==> config.mk <==
export PLATFORM = sky130hd
export DESIGN_NAME = des_key_setup
export DESIGN_NICKNAME = d
export VERILOG_FILES = /design/src/rtl/des_ks_pkg.sv /design/src/rtl/des_pc1_perm.sv /design/src/rtl/des_half_rotl.sv /design/src/rtl/des_odd_parity.sv /design/src/rtl/des_key_setup.sv
export SDC_FILE = /design/constraint.sdc
export NUM_CORES = 1
export LEC_CHECK = 0
export ABC_CLOCK_PERIOD_IN_PS = 1300
export BUFFER_PORTS_ARGS = -buffer_cell sky130_fd_sc_hd__buf_2
export CAP_MARGIN = 20
export CORE_ASPECT_RATIO = 0.9
export CORE_MARGIN = 1.5
export CORE_UTILIZATION = 40
export CTS_CLUSTER_SIZE = 40
export DETAILED_ROUTE_END_ITERATION = 8
export PLACE_DENSITY_LB_ADDON = 0.08
export SYNTH_ARGS = -nofsm -noshare
export SYNTH_HDL_FRONTEND = slang
export SYNTH_SLANG_ARGS = --single-unit
==> constraint.sdc <==
create_clock -name clk -period 1.3 [get_ports clk]
set_input_delay 0.26 -clock clk [delete_from_list [all_inputs] [get_ports clk]]
set_output_delay 0.26 -clock clk [all_outputs]
set_load 0.02 [all_outputs]
==> src/rtl/des_ks_pkg.sv <==
// Package: shared widths and the permuted-choice-1 source table.
// Assumes DES bit numbering: bit 1 is the MSB of the 64-bit key.
package des_ks_pkg;
    localparam int KEY_W   = 64;
    localparam int WORD_W  = KEY_W / 2;
    localparam int HALF_W  = 28;
    localparam int PAD_W   = WORD_W - HALF_W;
    localparam int BYTE_W  = 8;
    localparam int N_BYTES = KEY_W / BYTE_W;
    localparam int PC1_N   = 2 * HALF_W;

    typedef logic [HALF_W-1:0] half_t;
    typedef logic [WORD_W-1:0] word_t;

    // Returns the DES key bit number feeding output position idx (0..55, C then D).
    function automatic int pc1_src(input int idx);
        case (idx)
            0:  return 57;  1:  return 49;  2:  return 41;  3:  return 33;
            4:  return 25;  5:  return 17;  6:  return 9;   7:  return 1;
            8:  return 58;  9:  return 50;  10: return 42;  11: return 34;
            12: return 26;  13: return 18;  14: return 10;  15: return 2;
            16: return 59;  17: return 51;  18: return 43;  19: return 35;
            20: return 27;  21: return 19;  22: return 11;  23: return 3;
            24: return 60;  25: return 52;  26: return 44;  27: return 36;
            28: return 63;  29: return 55;  30: return 47;  31: return 39;
            32: return 31;  33: return 23;  34: return 15;  35: return 7;
            36: return 62;  37: return 54;  38: return 46;  39: return 38;
            40: return 30;  41: return 22;  42: return 14;  43: return 6;
            44: return 61;  45: return 53;  46: return 45;  47: return 37;
            48: return 29;  49: return 21;  50: return 13;  51: return 5;
            52: return 28;  53: return 20;  54: return 12;  55: return 4;
            default: return 1;
        endcase
    endfunction
endpackage

==> src/rtl/des_pc1_perm.sv <==
// Module: fixed-wire permuted choice 1. Splits a 64-bit key into C and D halves.
// Assumes key_i[KEY_W-n] carries DES bit n; output bit HALF_W-1 is half position 1.
module des_pc1_perm
    import des_ks_pkg::*;
(
    input  logic [KEY_W-1:0] key_i,
    output half_t            c_o,
    output half_t            d_o
);
    // One wire per selected key bit; the table decides the source index.
    for (genvar i = 0; i < PC1_N; i++) begin : g_sel
        localparam int SRC = KEY_W - pc1_src(i);
        if (i < HALF_W) begin : g_c
            assign c_o[HALF_W-1-i] = key_i[SRC];
        end else begin : g_d
            assign d_o[PC1_N-1-i] = key_i[SRC];
        end
    end
endmodule

==> src/rtl/des_half_rotl.sv <==
// Module: optional one-place circular left rotation of a key half.
// Assumes W >= 2; bypass_i = 1 passes the half unchanged.
module des_half_rotl #(
    parameter int W = 28
) (
    input  logic [W-1:0] half_i,
    input  logic         bypass_i,
    output logic [W-1:0] half_o
);
    logic [W-1:0] rot;

    // Rotation wraps the MSB into the LSB.
    assign rot = {half_i[W-2:0], half_i[W-1]};

    // Select unrotated or rotated half.
    always_comb begin
        half_o = bypass_i ? half_i : rot;
    end
endmodule

==> src/rtl/des_odd_parity.sv <==
// Module: DES odd-parity checker over all key bytes.
// Assumes each byte must carry an odd count of ones; bad_o flags any failing byte.
module des_odd_parity
    import des_ks_pkg::*;
(
    input  logic [KEY_W-1:0] key_i,
    output logic             bad_o
);
    logic [N_BYTES-1:0] byte_bad;

    // A byte fails when its XOR reduction is zero (even weight).
    for (genvar b = 0; b < N_BYTES; b++) begin : g_byte
        assign byte_bad[b] = ~(^key_i[b*BYTE_W +: BYTE_W]);
    end

    // Any failing byte raises the flag.
    always_comb begin
        bad_o = |byte_bad;
    end
endmodule

==> src/rtl/des_key_setup.sv <==
// Module: DES key setup top. Applies PC-1, optionally rotates each half once,
// checks key parity on request and registers the results one clock after the strobe.
// Assumes the key words are stable in the strobe cycle; reset is synchronous, active low.
module des_key_setup
    import des_ks_pkg::*;
(
    input  logic              clk,
    input  logic              rst_n,
    input  logic              start_i,
    input  logic              decrypt_i,
    input  logic              chk_par_i,
    input  logic [WORD_W-1:0] key_w0_i,
    input  logic [WORD_W-1:0] key_w1_i,
    output logic [WORD_W-1:0] key_w0_o,
    output logic [WORD_W-1:0] key_w1_o,
    output logic              done_o,
    output logic              par_err_o
);
    logic [KEY_W-1:0] key_all;
    half_t            c_raw, d_raw, c_sel, d_sel;
    logic             par_bad;
    word_t            w0_q, w1_q;
    logic             done_q, err_q;

    assign key_all = {key_w0_i, key_w1_i};

    des_pc1_perm u_perm (
        .key_i (key_all),
        .c_o   (c_raw),
        .d_o   (d_raw)
    );

    des_half_rotl #(.W(HALF_W)) u_rot_c (
        .half_i   (c_raw),
        .bypass_i (decrypt_i),
        .half_o   (c_sel)
    );

    des_half_rotl #(.W(HALF_W)) u_rot_d (
        .half_i   (d_raw),
        .bypass_i (decrypt_i),
        .half_o   (d_sel)
    );

    des_odd_parity u_par (
        .key_i (key_all),
        .bad_o (par_bad)
    );

    // Capture results and status on a strobe; pulse done for one cycle.
    always_ff @(posedge clk) begin
        if (!rst_n) begin
            w0_q   <= '0;
            w1_q   <= '0;
            done_q <= 1'b0;
            err_q  <= 1'b0;
        end else begin
            done_q <= start_i;
            if (start_i) begin
                w0_q  <= {c_sel, {PAD_W{1'b0}}};
                w1_q  <= {d_sel, {PAD_W{1'b0}}};
                err_q <= chk_par_i & par_bad;
            end
        end
    end

    assign key_w0_o  = w0_q;
    assign key_w1_o  = w1_q;
    assign done_o    = done_q;
    assign par_err_o = err_q;
endmodule

==> results of run 1 <==
## cell type report
cell class | instances | area [µm²] | area share (%)
Multi-Input combinational cell | 238 | 1890 | 41.5
Sequential cell | 58 | 1160 | 25.6
Timing Repair Buffer | 186 | 1140 | 25.0
Clock buffer | 12 | 165 | 3.64
Tap cell | 96 | 120 | 2.64
Clock inverter | 4 | 72.6 | 1.60
## synthesized netlist by cell type
| library cell | number |
|---|---|
| and2_1 | 1 |
| buf_1 | 3 |
| buf_2 | 6 |
| buf_4 | 9 |
| clkbuf_1 | 15 |
| conb_1 | 1 |
| dfxtp_1 | 58 |
| mux2i_1 | 56 |
| nand2_1 | 57 |
| nand4_1 | 2 |
| o211a_1 | 56 |
| o211ai_1 | 1 |
| o21ai_1 | 1 |
| xnor2_1 | 48 |
| xor2_1 | 8 |
## registers in the layout, indices dropped and copies added, names as in the netlist
signal and flops:
key_w1_o 28, done_o 1, par_err_o 1, key_w0_o 28
## final timing paths
path                     start            to  slack [ns]
setup / recovery  key_w0_i[14]     par_err_o        0.11
hold / removal       chk_par_i     par_err_o        0.19
setup reg to reg  key_w1_o[11]  key_w1_o[11]        0.67
hold reg to reg      par_err_o     par_err_o        0.46
## power groups by stage
stage | clock network [µW] | registers (µW) | logic, µW
4_1_cts | 2010 | 1980 | 1400
3_5_place_dp | 0 | 2020 | 1400
3_3_place_gp | 0 | 2010 | 1380
2_1_floorplan | 0 | 2180 | 689
5_1_grt | 2090 | 1990 | 1510
6_report | 1950 | 1980 | 1390
## worst min-delay path, delay by kind of cell
family | cells | cell delay (ns)
buffers and inverters | 1 | 0.09
AOI/OAI and AO/OA | 2 | 0.14
## layer usage
layer	part of all wire, %	GRT usage, %	up-vias
met2	45	33.5	97
met4	1.7	7.64	0
li1	-	-	1456
met1	47	26.1	1270
met3	6.4	5.67	11
met5	0	0	-
## cell usage in the layout (no fill, tap or decap), drive strengths merged
cell type	Yosys	final
clkinv	0	1
bufinv	0	2
mux2i	56	56
conb	1	8
clkbuf	15	12
o21ai	1	1
buf	18	186
nand2	57	57
xnor2	48	48
nand4	2	2
clkinvlp	0	1
o211a	56	56
xor2	8	8
o211ai	1	1
and2	1	1
dfxtp	58	58
## through the flow
stage	cell area, µm²	util (%)	total power [µW]	cells	worst slack [ns]
after floorplan	3210	-	2860	329	0.128
after global placement	4300	56.5	3400	578	-0.170
after detailed placement	4300	56.5	3410	578	-0.195
after CTS	4540	59.6	5390	594	0.158
after global routing	4540	59.6	5600	594	0.00938
final	4540	59.6	5320	594	0.110
## kinds of logic (layout without fill, tap and decap cells)
kind of cell / count (synthesis) / after routing / share of synthesized area (%)
AO/OA/AOI/OAI: 58 / 58 / 18.0
other: 1 / 8 / 0.118
buffers and inverters: 33 / 202 / 5.18
multiplexers: 56 / 56 / 17.6
AND/OR/NAND/NOR: 60 / 60 / 7.30
flip-flops: 58 / 58 / 36.4
XOR/XNOR: 56 / 56 / 15.4
==> metrics, run 1 <==
outcome=finished, final reports clean; maximum vdd ir drop=0.000686 V; RePlAce Congestion=0.832; via count=2834; Syn Inst Count=322; Area Growth Syn to Fin=42.5%; # resized after CTS=0; Int Pwr=3810 µW; Area contributors post-synth=dfxtp_1, mux2i_1, o211a_1; clock buffer depth=2; Slowest-stage cell, CP=xnor2_1; sequential share of power=37.2%; # diodes=0; Setup crit end kind=flop; endpoints failing setup=0; RSZ-0062 raised after global routing=false; Required @ worst endpoint=1.52 ns; Pleak=0.00264 µW; hold path depth=3; port bufs=126; Core Region=7620 µm²; Distinct cells, synth=15; switching share of total power=28.3%; number of remaining DRC errors=0; Max stage delay on crit path=0.33 ns; #FFs+latches synth=58; total CTS buffers=9; Tcrit/Tclk final=91.5%; number of nets in the layout=562; Comb pwr share=26.1%; vias in the first global route=2781; Cell Chain, Critical Path=buf_2 > xnor2_1 > xnor2_1 > xnor2_1 > nand4_1 > o211ai_1 > o21ai_1; Setup TNS Final=0 ns; Initial Util=41.8%; Fin. Hold Viols=0; routed len/inst=14.2 µm; hold_ws=0.189 ns; Final ANT Viol Nets=0; CP Class=input pin to flop; switching power=1500 µW; Max Fclk=0.841 GHz; worst skew pair latency=0.34 ns; row count=30; clk sink count=58; num ports=135; initial drt markers=64; Root Buffer=clkbuf_8; CTS tree=done; share of the synthesized area in the top cell type=36.4%; YS warnings=0; crit path DAT=1.41 ns; CP top delay family=XOR/XNOR gates; final wirelength=8460 µm; all-layer global routing usage=20.5%; clock power share=36.7%; Vert. Die Dim=87.7 µm; number of vias per cell=4.77; Mapped Area=3190 µm²; H-tree levels=3; CP startpoint kind=input pin; die footprint=8510 µm²; post-layout min period=1.19 ns; DIE WIDTH=97.1 µm; first drt pass iteration count=4; Slew Viols, Final=0; synthesized area per cell=9.90 µm²; detailed placement HPWL=6560 µm; Hold/Removal Path Class=input pin to flop; Reg clk slew, reported paths=0.06 ns; initial antenna violation count=0; CP most frequent cell=xnor2_1; GRT overflow=0; Worst Clk Skew=0 ns; Buf+Inv Stages, Crit Path=1; Seq/Total Area, Yosys=36.4%; pwr dens=1170 nW/µm²; Yosys top cell by area=dfxtp_1; max cap viols=0; fillers=697; post-CTS setup buffer count=0; worst-case reg-to-reg path depth=1; critical path fanouts, max=3; hold buffers post-CTS=0; first-pass GRT wire length=13500 µm; stages on the worst setup path=7; share of cells above drive strength 1=40.6%; pin count of the biggest net entering global routing=53
No activity file was read; power rests on OpenSTA's default activity.
==> run 2: changes to the inputs <==
HOLD_SLACK_MARGIN = 0.05   (was unset)
RECOVER_POWER = 25   (was unset)
==> metrics, run 2 (synthesis gave the netlist of run 1 again) <==
outcome=finished, final reports clean; worst skew pair latency=0.34 ns (about the same); most common cell after layout, fill and taps aside=buf_2; Max Fclk=0.844 GHz (+0.41%); Setup crit end kind=flop; Required @ worst endpoint=1.52 ns (about the same); number of vias per cell=4.77 (unchanged); Area Growth Syn to Fin=41.0%; Hold/Removal Path Class=input pin to flop; final wirelength=8450 µm (-0.12%); detailed placement HPWL=6560 µm (unchanged); Layout Cells excl Fill=594 (unchanged); maximum vdd ir drop=0.000687 V (about the same); # resized after CTS=0 (unchanged); crit path DAT=1.40 ns (about the same); total CTS buffers=9 (unchanged); Post-Place Setup Slack=-0.195 ns (unchanged); fillers=705 (+1.1%); Placement Cell Area=4300 µm² (unchanged); CP Class=input pin to flop; DIE WIDTH=97.1 µm (unchanged); RSZ-0062 raised after global routing=false; Pleak=0.00262 µW (-0.86%); Vert. Die Dim=87.7 µm (unchanged); actual slew at the worst max-slew pin=0.596 ns; all-layer global routing usage=20.5% (unchanged); endpoints failing setup=0 (unchanged); # diodes=0 (unchanged); pwr dens=1180 nW/µm² (+0.78%); die footprint=8510 µm² (unchanged); routed len/inst=14.2 µm (-0.12%); Fin. Hold Viols=0 (unchanged); Core Region=7620 µm² (unchanged); RePlAce Congestion=0.832 (unchanged); row count=30 (unchanged); pin count of the biggest net entering global routing=53 (unchanged); Root Buffer=clkbuf_8; post-layout min period=1.18 ns (-0.00482 ns); port bufs=126 (unchanged); hold buffers post-CTS=0 (unchanged); Initial Util=41.8% (unchanged); vias in the first global route=2781 (unchanged); Reg clk slew, reported paths=0.06 ns (about the same); CTS tree=done; critical path fanouts, max=3 (unchanged); hold_ws=0.194 ns (+0.00425 ns); num ports=135 (unchanged); initial drt markers=52 (-19%); H-tree levels=3 (unchanged); Slew Viols, Final=0 (unchanged); Final Cell Area=4490 µm² (-1.1%); number of remaining DRC errors=0 (unchanged); most frequent cells in the layout=buf_2, dfxtp_1, nand2_1; first-pass GRT wire length=13500 µm (unchanged); share of cells above drive strength 1=40.2% (-0.40 points); first drt pass iteration count=4 (unchanged); Cells after DPL=578 (unchanged); max cap viols=0 (unchanged); post-CTS setup buffer count=0 (unchanged); Final ANT Viol Nets=0 (unchanged); CP startpoint kind=input pin; Tcrit/Tclk final=91.1% (-0.37 points); via count=2834 (unchanged); Worst Clk Skew=0 ns (unchanged); initial antenna violation count=0 (unchanged); clock buffer depth=2 (unchanged); relative slew slack=60.3%; number of nets in the layout=562 (unchanged); clk sink count=58 (unchanged); GRT overflow=0 (unchanged); final worst slack=0.115 ns (+0.00482 ns)
[run 2: layer usage]
metal,up-vias,wire [µm],share of wire [%],global-route usage [%]
met3,11,534,6.3,5.67
met1,1268,3950,47,26.1
li1,1457,-,-,-
met5,-,0,0,0
met4,0,140,1.7,7.64
met2,98,3820,45,33.5
[run 2: layout make-up]
class | count | area, µm² | share of cell area (%)
Sequential cell | 58 | 1160 | 25.8
Clock inverter | 4 | 72.6 | 1.62
Clock buffer | 12 | 165 | 3.68
Multi-Input combinational cell | 238 | 1890 | 42.0
Tap cell | 96 | 120 | 2.67
Timing Repair Buffer | 186 | 1090 | 24.2
[run 2: where the power goes]
group / switching, µW / leakage, µW / total [µW] / internal [µW]
Sequential: 66.6 / 0.000482 / 1980 / 1910
Combinational: 716 / 0.00202 / 1370 / 651
Clock: 721 / 0.000119 / 1950 / 1230
Total: 1500 / 0.00262 / 5300 / 3790
[run 2: critical path, cell delays in order]
cell and delay, ns:
buf_2 0.12, xnor2_1 0.33, xnor2_1 0.18, xnor2_1 0.14, nand4_1 0.11, o211ai_1 0.18, o21ai_1 0.08
[run 2: path summary, 6_finish.rpt]
| check | from | endpoint | slack [ns] | cells past startpoint |
|---|---|---|---|---|
| worst min-delay path | chk_par_i | par_err_o | 0.19 | 3 |
| worst max register to register | key_w1_o[11] | key_w1_o[11] | 0.67 | 1 |
| worst min register to register | par_err_o | par_err_o | 0.46 | 2 |
| worst max-delay path | key_w0_i[14] | par_err_o | 0.12 | 7 |
[run 2: stage by stage]
| stage | TNS (ns) | util (%) | power (µW) |
|---|---|---|---|
| finish | 0 | 58.9 | 5300 |
| floorplan | 0 | - | 2860 |
| detailed placement | -0.195 | 56.5 | 3410 |
| global route | 0 | 58.9 | 5580 |
| global placement | -0.170 | 56.5 | 3400 |
| CTS | 0 | 59.6 | 5390 |
==> run 3: changes to the inputs <==
MAX_ROUTING_LAYER = met4   (was unset)
==> metrics, run 3 (synthesis gave the netlist of run 1 again) <==
post-layout min period=1.19 ns (+0.00160 ns); Slowest-stage cell, CP=xnor2_1; relative slew slack=60.3% (about the same); final wirelength=8480 µm (+0.38%); Slew Viols, Final=0 (unchanged); initial drt markers=47 (-9.6%); Fin. Hold Viols=0 (unchanged); Pleak=0.00262 µW (unchanged); GRT overflow=0 (unchanged); outcome=finished, final reports clean; DIE WIDTH=97.1 µm (unchanged); row count=30 (unchanged); Worst Min Path Start=chk_par_i; crit path DAT=1.40 ns (about the same); Reg clk slew, reported paths=0.06 ns (about the same); clock buffer depth=2 (unchanged); most frequent cells in the layout=buf_2, dfxtp_1, nand2_1; Root Buffer=clkbuf_8; Vert. Die Dim=87.7 µm (unchanged); Setup crit end kind=flop; endpoints failing setup=0 (unchanged); share of cells above drive strength 1=40.2% (unchanged); fillers=705 (unchanged); die footprint=8510 µm² (unchanged); R2R Path Start=key_w1_o[11]; Final Util=58.9% (unchanged); # diodes=0 (unchanged); critical path fanouts, max=3 (unchanged); Final Cell Area=4490 µm² (unchanged); Area Growth Syn to Fin=41.0% (unchanged); Critical Path Start=key_w0_i[14]; CTS tree=done; initial antenna violation count=0 (unchanged); max cap viols=0 (unchanged); Final ANT Viol Nets=0 (unchanged); actual slew at the worst max-slew pin=0.596 ns (-0.000542 ns); Hold/Removal Path Class=input pin to flop; Initial Util=41.8% (unchanged); Required @ worst endpoint=1.52 ns (about the same); post-CTS setup buffer count=0 (unchanged); pin count of the biggest net entering global routing=53 (unchanged); # resized after CTS=0 (unchanged); via count=2845 (+0.39%); first drt pass iteration count=4 (unchanged); CP Class=input pin to flop; number of vias per cell=4.79 (+0.39%); all-layer global routing usage=21.1% (+0.68 points); Buf+Inv Stages, Crit Path=1 (unchanged); CP top delay family=XOR/XNOR gates; total CTS buffers=9 (unchanged); number of nets in the layout=562 (unchanged); worst skew pair latency=0.34 ns (about the same); Max stage delay on crit path=0.33 ns (about the same); detailed placement HPWL=6560 µm (unchanged); num ports=135 (unchanged); hold buffers post-CTS=0 (unchanged); Cell Chain, Critical Path=buf_2 > xnor2_1 > xnor2_1 > xnor2_1 > nand4_1 > o211ai_1 > o21ai_1; RePlAce Congestion=0.845 (+1.5%); Core Region=7620 µm² (unchanged); CP startpoint kind=input pin; number of remaining DRC errors=0 (unchanged); vias in the first global route=2784 (+0.11%); Max Fclk=0.843 GHz (-0.13%); most common cell after layout, fill and taps aside=buf_2; H-tree levels=3 (unchanged); routed len/inst=14.3 µm (+0.38%); maximum vdd ir drop=0.000687 V (about the same); CP most frequent cell=xnor2_1; Tcrit/Tclk final=91.3% (+0.12 points); clk sink count=58 (unchanged); Worst Clk Skew=0 ns (unchanged); RSZ-0062 raised after global routing=false; Placement Cell Area=4300 µm² (unchanged); port bufs=126 (unchanged); pwr dens=1180 nW/µm² (about the same); first-pass GRT wire length=13500 µm (-0.20%)
==> run 3: cell counts in the layout (fill, tap and decap cells not counted) <==
Identical to the previous run, type by type.
==> run 3: path summary, 6_finish.rpt <==
kind / end / slack, ns / cells after the start
worst min register to register: par_err_o / 0.46 / 2
worst max-delay path: par_err_o / 0.11 / 7
worst min-delay path: par_err_o / 0.19 / 3
worst max register to register: key_w1_o[11] / 0.67 / 1
==> run 3: where the power goes <==
part / switching, µW / internal (µW) / leakage [µW]
registers: 66.9 / 1910 / 0.000482
logic: 716 / 651 / 0.00202
clock network: 723 / 1230 / 0.000119
total: 1510 / 3790 / 0.00262
==> run 3: layer usage <==
metal / GRT usage, % / wire length (µm) / vias to the layer above
li1: - / - / 1457
met1: 26.4 / 4020 / 1278
met2: 33.5 / 3830 / 99
met3: 5.19 / 494 / 11
met4: 7.64 / 140 / 0
met5: - / 0 / -
==> run 3: tightest hold or removal path, delay by kind of cell <==
family	cells	cell delay, ns
buffers and inverters	1	0.09
AOI/OAI and AO/OA	2	0.14
==> run 3: through the flow <==
stage | total power, µW | setup slack [ns] | TNS (ns) | hold WS, ns | cells
2_1_floorplan | 2860 | 0.128 | 0 | 0.410 | 329
4_1_cts | 5390 | 0.158 | 0 | 0.172 | 594
6_report | 5300 | 0.113 | 0 | 0.193 | 594
5_1_grt | 5580 | 0.00939 | 0 | 0.229 | 594
3_5_place_dp | 3410 | -0.195 | -0.195 | 0.452 | 578
3_3_place_gp | 3400 | -0.170 | -0.170 | 0.454 | 578
==> run 3: final cells by class <==
type                    count  area, µm²  share of cell area, %
clock buffers              12        165                   3.68
clock inverters             4       72.6                   1.62
repair buffers            186       1090                   24.2
well taps                  96        120                   2.67
flip-flops and latches     58       1160                   25.8
multi-input cells         238       1890                   42.0
